<file path="config.mk">
export PLATFORM = sky130hd
export DESIGN_NAME = rst_wake_seq
export DESIGN_NICKNAME = d
export VERILOG_FILES = /design/src/rtl/rwk_pkg.sv /design/src/rtl/rwk_sync2.sv /design/src/rtl/rwk_pin_filter.sv /design/src/rtl/rwk_wake_timer.sv /design/src/rtl/rst_wake_seq.sv
export SDC_FILE = /design/constraint.sdc
export NUM_CORES = 1
export LEC_CHECK = 0
export BUFFER_PORTS_ARGS = -buffer_cell sky130_fd_sc_hd__buf_2
export CORE_MARGIN = 10
export CORE_UTILIZATION = 60
export CTS_BUF_LIST = sky130_fd_sc_hd__clkbuf_4 sky130_fd_sc_hd__clkbuf_8
export CTS_CLUSTER_SIZE = 16
export DETAILED_ROUTE_END_ITERATION = 6
export PLACE_DENSITY_LB_ADDON = 0.1
export SETUP_SLACK_MARGIN = 0.15
export SYNTH_ARGS = -nofsm -noshare
export SYNTH_HDL_FRONTEND = slang
export SYNTH_SLANG_ARGS = --single-unit
</file>
<file path="constraint.sdc">
create_clock -name clk_i -period 3.65 [get_ports clk_i]
set_input_delay 0.365 -clock clk_i [delete_from_list [all_inputs] [get_ports clk_i]]
set_output_delay 0.365 -clock clk_i [all_outputs]
set_load 0.02 [all_outputs]
</file>
<file path="src/rtl/rwk_pkg.sv">
package rwk_pkg;
  typedef enum logic [2:0] {
    ST_HOLD   = 3'd0,
    ST_WOSC   = 3'd1,
    ST_COUNT  = 3'd2,
    ST_WFLASH = 3'd3,
    ST_RUN    = 3'd4,
    ST_PDOWN  = 3'd5
  } rwk_state_e;
endpackage

</file>
<file path="src/rtl/rwk_sync2.sv">
module rwk_sync2 #(
  parameter int          W       = 1,
  parameter logic [W-1:0] RST_VAL = '0
) (
  input  logic         clk_i,
  input  logic         rst_ni,
  input  logic [W-1:0] d_i,
  output logic [W-1:0] q_o
);
  logic [W-1:0] meta_q;

  always_ff @(posedge clk_i or negedge rst_ni) begin
    if (!rst_ni) begin
      meta_q <= RST_VAL;
      q_o    <= RST_VAL;
    end else begin
      meta_q <= d_i;
      q_o    <= meta_q;
    end
  end
endmodule

</file>
<file path="src/rtl/rwk_pin_filter.sv">
module rwk_pin_filter #(
  parameter int FILT_CYC = 4
) (
  input  logic clk_i,
  input  logic rst_ni,
  input  logic pin_ni,
  output logic req_o
);
  localparam int FW = $clog2(FILT_CYC + 1);

  logic          pin_s;
  logic          filt_q, filt_d;
  logic [FW-1:0] cnt_q, cnt_d;
  logic          want;

  rwk_sync2 #(.W(1), .RST_VAL(1'b0)) u_sync (
    .clk_i (clk_i),
    .rst_ni(rst_ni),
    .d_i   (pin_ni),
    .q_o   (pin_s)
  );

  assign want = ~pin_s;

  always_comb begin
    filt_d = filt_q;
    cnt_d  = '0;
    if (want != filt_q) begin
      if (cnt_q == FW'(FILT_CYC - 1)) begin
        filt_d = want;
      end else begin
        cnt_d = cnt_q + 1'b1;
      end
    end
  end

  always_ff @(posedge clk_i or negedge rst_ni) begin
    if (!rst_ni) begin
      filt_q <= 1'b1;
      cnt_q  <= '0;
    end else begin
      filt_q <= filt_d;
      cnt_q  <= cnt_d;
    end
  end

  assign req_o = filt_q;
endmodule

</file>
<file path="src/rtl/rwk_wake_timer.sv">
module rwk_wake_timer #(
  parameter int CNT_W = 6,
  parameter int TERM  = 24
) (
  input  logic clk_i,
  input  logic rst_ni,
  input  logic run_i,
  output logic done_o
);
  logic [CNT_W-1:0] cnt_q, cnt_d;

  always_comb begin
    cnt_d = run_i ? cnt_q + 1'b1 : '0;
  end

  always_ff @(posedge clk_i or negedge rst_ni) begin
    if (!rst_ni) cnt_q <= '0;
    else         cnt_q <= cnt_d;
  end

  assign done_o = run_i && (cnt_q == CNT_W'(TERM - 1));
endmodule

</file>
<file path="src/rtl/rst_wake_seq.sv">
module rst_wake_seq #(
  parameter int FILT_CYC = 4,
  parameter int WK_CNT_W = 6,
  parameter int WK_TERM  = 24,
  parameter int N_WAKE   = 3
) (
  input  logic              clk_i,
  input  logic              por_ni,
  input  logic              rst_pin_ni,
  input  logic              wdt_rst_i,
  input  logic              osc_ok_i,
  input  logic              flash_ready_i,
  input  logic              pd_req_i,
  input  logic [N_WAKE-1:0] wake_i,
  output logic              sys_rst_o,
  output logic              clk_en_o,
  output logic              vec_fetch_o
);
  import rwk_pkg::*;

  rwk_state_e  state_q, state_d;
  logic        pin_req;
  logic        wdt_q, wdt_d;
  logic        warm_q, warm_d;
  logic        vec_q, vec_d;
  logic        tmr_done;
  logic [N_WAKE-1:0] wake_s;
  logic        rst_req;

  rwk_pin_filter #(.FILT_CYC(FILT_CYC)) u_filt (
    .clk_i (clk_i),
    .rst_ni(por_ni),
    .pin_ni(rst_pin_ni),
    .req_o (pin_req)
  );

  rwk_sync2 #(.W(N_WAKE), .RST_VAL('0)) u_wsync (
    .clk_i (clk_i),
    .rst_ni(por_ni),
    .d_i   (wake_i),
    .q_o   (wake_s)
  );

  rwk_wake_timer #(.CNT_W(WK_CNT_W), .TERM(WK_TERM)) u_tmr (
    .clk_i (clk_i),
    .rst_ni(por_ni),
    .run_i (state_q == ST_COUNT),
    .done_o(tmr_done)
  );

  assign rst_req = pin_req | wdt_q;

  // watchdog latch: held until consumed by the hold state
  always_comb begin
    wdt_d = wdt_rst_i | (wdt_q & (state_q != ST_HOLD));
  end

  always_comb begin
    state_d = state_q;
    if (rst_req) begin
      state_d = ST_HOLD;
    end else begin
      unique case (state_q)
        ST_HOLD:   state_d = ST_WOSC;
        ST_WOSC:   if (osc_ok_i) state_d = ST_COUNT;
        ST_COUNT:  if (!osc_ok_i) state_d = ST_WOSC;
                   else if (tmr_done) state_d = ST_WFLASH;
        ST_WFLASH: if (!osc_ok_i) state_d = ST_WOSC;
                   else if (flash_ready_i) state_d = ST_RUN;
        ST_RUN:    if (pd_req_i) state_d = ST_PDOWN;
        ST_PDOWN:  if (|wake_s) state_d = ST_WOSC;
        default:   state_d = ST_HOLD;
      endcase
    end
  end

  always_comb begin
    warm_d = warm_q;
    if (state_d == ST_HOLD)                           warm_d = 1'b0;
    else if (state_q == ST_RUN && state_d == ST_PDOWN) warm_d = 1'b1;
    vec_d = (state_q == ST_WFLASH) && (state_d == ST_RUN) && !warm_q;
  end

  always_ff @(posedge clk_i or negedge por_ni) begin
    if (!por_ni) begin
      state_q <= ST_HOLD;
      wdt_q   <= 1'b0;
      warm_q  <= 1'b0;
      vec_q   <= 1'b0;
    end else begin
      state_q <= state_d;
      wdt_q   <= wdt_d;
      warm_q  <= warm_d;
      vec_q   <= vec_d;
    end
  end

  assign clk_en_o    = (state_q == ST_RUN);
  assign sys_rst_o   = !((state_q == ST_RUN) || (state_q == ST_PDOWN) || warm_q);
  assign vec_fetch_o = vec_q;
endmodule

</file>
### Word-level counts from Yosys, hierarchy flattened

Cells that the tools add are included.

* bits in registers: 24
* input bits: 10
* output and inout port bits: 3
* logic and storage cells: 55

* add/subtract/negate cells: 2
* eq/ne operators: 10
* mux-type cells: 14
* bitwise gates (word level): 4
* reductions and logical operators: 14

Operator list (count)
* $mux W3: 10
* $pmux W3 S6: 1
* $eq A3 B3 Y1 const B: 4
* $eq A3 B2 Y1 const B: 3
* $add A6 B1 Y6 const B: 1
* $eq A6 B5 Y1 const B: 1
* $logic_not A3 Y1: 2
* $mux W6: 1
* $logic_and A1 B1 Y1: 4
* $add A3 B1 Y3 const B: 1
* $eq A3 B1 Y1 const B: 1
* $reduce_bool A3 Y1: 1
* $reduce_or A3 Y1: 1
* $logic_not A1 Y1: 2
* $logic_or A1 B1 Y1: 2
* $mux W1: 2
* $or A1 B1 Y1: 2
* $reduce_and A2 Y1: 1
* $reduce_bool A2 Y1: 1
* $and A1 B1 Y1: 1
* $ne A1 B1 Y1: 1
* $not A1 Y1: 1

### Logic depth before layout (Yosys ltp)

* depth in word-level cells: 10
* depth in mapped cells: 5
* mapped depth without buffers: 4

### Hierarchy

From an unflattened synthesis, not the netlist that was laid out.

* cell total of the unflattened synthesis: 77
* area, all modules: 960.9 um2

By module, submodules not included
* rst_wake_seq: times used 1, cells an instance 32, area each 319.1 um2, seq. area each 150.1 um2
* rwk_wake_timer: times used 1, cells an instance 25, area each 279.0 um2, seq. area each 150.1 um2
* rwk_pin_filter: times used 1, cells an instance 12, area each 162.7 um2, seq. area each 101.3 um2
* rwk_sync2 (u_wsync): times used 1, cells an instance 6, area each 150.1 um2, seq. area each 150.1 um2
* rwk_sync2 (u_filt.u_sync): times used 1, cells an instance 2, area each 50.0 um2, seq. area each 50.0 um2

### Worst setup path after synthesis

OpenSTA, ideal clock, no wires.

* path kind: reg2reg
* from: register state_q[2]
* to: register state_q[0]
* library setup time: 0.094 ns
* data arrival time: 1.477 ns
* required time: 3.556 ns
* path slack: 2.079 ns
* stages on the path, launching flop included: 6
* path buffers: 2
* period minus slack after synthesis: 1.571 ns
* path through: dfrtp_1 > buf_6 > or3b_1 > buf_2 > o31a_1 > a221oi_2

* longest elaborated chain between the ends: 6
* elaborated cells on any way between the ends: 11
* classes of those cells: 5 x eq/ne; 4 x mux; 2 x reduce/logical

Ends and longest elaborated chain
* start: declaration: RTL line rst_wake_seq.sv:21 `rwk_state_e state_q, state_d;`
* start signal: assignment: RTL line rst_wake_seq.sv:91 `state_q <= state_d;`
* $eq A3 B2 Y1: RTL line rst_wake_seq.sv:47, rst_wake_seq.sv:63
* $logic_and A1 B1 Y1: RTL line rwk_wake_timer.sv:21 `assign done_o = run_i && (cnt_q == CNT_W'(TERM - 1));`
* $mux W3: RTL line rst_wake_seq.sv:67 `else if (tmr_done) state_d = ST_WFLASH;`
* $mux W3: RTL line rst_wake_seq.sv:66 `ST_COUNT: if (!osc_ok_i) state_d = ST_WOSC;`
* $pmux W3 S6 *: RTL line rst_wake_seq.sv:63 `unique case (state_q)`
* $mux W3 *: RTL line rst_wake_seq.sv:60 `if (rst_req) begin`
* named net state_d[0]: RTL line rst_wake_seq.sv:21

The timed path passes the listed nets; every way through them passes the cells marked *.
A chain may end at the register's enable or synchronous reset.

### Worst setup path after layout

* from: register state_q[1]
* to: register state_q[0]

Same word-level chain as after synthesis.

==> flow_metrics.tcl <==
set metrics [dict create \
    avgSynthCellArea_um2 12.38 \
    syn_nets 89 \
    worst-setup-path-type "flop to flop" \
    ant_nets 0 \
    max_freq_ghz 0.5933 \
    maxCapViolations 0 \
    crit_path_end_kind "flop" \
    die_area_um2 3583 \
    root_buffer "clkbuf_4" \
    postLayoutCellArea_um2 1066 \
    wl_met1_um 723 \
    dr_wl_met2_um 731 \
    core_um2 1506 \
    fin_crit_sh 0.4618 \
    finalWorstSetupSlack_ns 1.964 \
    status "finished, final reports clean" \
    via_per_inst 5.726 \
    post_cts_buffers 0 \
    hold_buffers 0 \
    dp_slack_ns 1.983 \
    grt_max_degree 25 \
    grt_pass1_vias 647 \
    num-nets-final 103 \
    drt-initial-drc-count 7 \
    numCtsBuffers 3 \
    fp.dieH_um 59.86 \
    wire_per_inst_um 14.56 \
    routed_wl_um 1543 \
    worst_setup_path_start_kind "flop" \
    fp.dieW_um 59.86 \
    seqCellArea_um2 601.8 \
    mostFrequentLayoutCells "dfrtp_1, buf_2, nor2_1, o21ai_0" \
    dr_wl_met3_um 80 \
    cts_max_path_buffers 2 \
    ir_worst_vdd_mv 0.4369 \
    combinationalPowerShare 0.132 \
    hold_viol 0 \
    worstPathArrival_ns 1.91 \
    num_io_pins 13 \
    crit_required_ns 3.88 \
    clock-sinks 24 \
    rsz0062_at_grt "false" \
    switching_share 0.2376 \
    cts_tree "yes" \
    final_common_cell "dfrtp_1" \
    cts.clk_slew.worst_paths_ns 0.13 \
    insertedDiodeCount 0 \
    multi_input_area_um2 320.3 \
    switchingPower_uw 138.3 \
    synthDistinctLibCells 33 \
    clk_latency_ns 0.31 \
    min_period_ns 1.686 \
    slew_headroom 0.6580 \
    worstHoldPathType "input pin to async pin" \
    ys_warn_count 0 \
    grt.overflow.total 0 \
    h-tree-depth 1 \
    finalSetupViolations 0 \
    synth_largest_area_cell "dfrtp_1" \
    setup-tns-final_ns 0 \
    r2r_cells 3 \
    ys_ff_latch 24 \
    drive_above_1_share 0.2222 \
    io_buffer_count 12 \
    fillCellCount 106 \
    grt_antenna_before_repair 0 \
    powerDensity_nw_per_um2 546.1 \
    post_dp_cell_area_um2 1013 \
    finClkSkew_ns 0.006903 \
    drv_slew 0 \
    area_delta_synth_final_pct 11.81 \
    syn-instance-count 77 \
    worst_pin_slew_ns 0.5129 \
    top_layer_used "met4" \
    ys_seq_area_frac 0.6312 \
    start_util 0.6329 \
    drc 0 \
    ys_top_cells_by_area "dfrtp_1, dfstp_2, xor2_1" \
    intPower_uw 443.8 \
    grt_pass1_wl_um 2835 \
    place_congestion 0.8812 \
    synth.top_cell.area_share 0.6037 \
    clkPwrFrac 0.317 \
    vias 607 \
    num_rows 14 \
    total_leakage_power_nw 0.4912 \
    dr.pass1.iters 4 \
    ctsResizeCount 0 \
    syn_area_um2 953.4 \
    grtUsageTotal 0.1010 \
    hpwl_um 1141 \
    p_seq_frac 0.551 \
    worstPathMaxFanout 12 \
]
## layout make-up
| class | instances | area share |
|---|---|---|
| clock buffers | 3 | 0.02113 |
| clock inverters | 1 | 0.02817 |
| inverters | 3 | 0.01056 |
| multi-input cells | 47 | 0.3005 |
| flip-flops and latches | 24 | 0.5646 |
| well taps | 16 | 0.01878 |
| repair buffers | 12 | 0.05634 |
## stage by stage
stage	hold WS [ns]	util	instances	total power, mW
floorplan	0.06941	-	77	0.3778
global placement	0.3315	0.6728	102	0.3998
detailed placement	0.3365	0.6728	102	0.4022
CTS	0.02040	0.7076	106	0.5895
global route	0.01470	0.7076	106	0.6158
finish	0.01064	0.7076	106	0.5821
## registers in the layout, indices dropped and copies added (netlist names), 3 cells and up
name / cells
u_filt.cnt_q: 3
u_wsync.meta_q: 3
u_tmr.cnt_q: 6
u_wsync.q_o: 3
state_q: 3
## power by group through the flow
stage	Combinational [mW]	Clock, mW	Sequential, mW
after global placement	0.0759	0	0.324
after detailed placement	0.0767	0	0.325
after CTS	0.0782	0.191	0.321
after global routing	0.0915	0.199	0.325
after floorplan	0.0610	0	0.317
final	0.0768	0.185	0.321
## worst max-delay path, cell delays in order (launching register included)
cell      delay (ns)
dfrtp_1         0.52
or3b_1          0.51
o31a_1          0.33
a221oi_2        0.25
## final timing paths
check,end,from,slack (ns)
setup / recovery,state_q[0],state_q[1],1.96
hold / removal,u_tmr.cnt_q[3],por_ni,0.01
setup reg to reg,state_q[0],state_q[1],1.96
hold reg to reg,u_wsync.q_o[0],u_wsync.meta_q[0],0.36
max in group asynchronous,u_filt.req_o,por_ni,3.27
min in group clk_i,u_wsync.meta_q[1],wake_i[1],0.15
## cells in the mapped netlist, drive strengths merged
cell	n
mux2	1
or3b	1
dfrtp	23
o31ai	1
clkbuf	1
a21oi	2
ha	2
nor4b	2
dfstp	1
and2b	1
xor2	3
and3	1
nand3	2
or2	1
nand4b	1
nand2b	3
o31a	1
nor3b	3
nand4	1
o21ai	4
or3	1
nor2b	1
nand2	2
a221oi	1
a31oi	2
inv	3
nor3	1
o21bai	1
a211oi	1
buf	2
xnor2	1
nor2	6
## logic make-up (layout without fill, tap and decap cells)
logic type	after synthesis	in the layout	synth area share
compound gates	13	13	0.09318
xor+xnor	4	4	0.03675
fa+ha+maj	2	2	0.02624
buf+inv	6	19	0.03280
flops	24	24	0.6312
mux	1	1	0.01181
simple gates	27	27	0.1680
## metal layers
metal  GRT usage  vias up
met5           0        -
met4     0.04808        0
met3     0.02542        2
met2      0.1529       10
met1      0.1305      302
li1            -      293
Note: power is estimated with default switching activity, not from simulation.
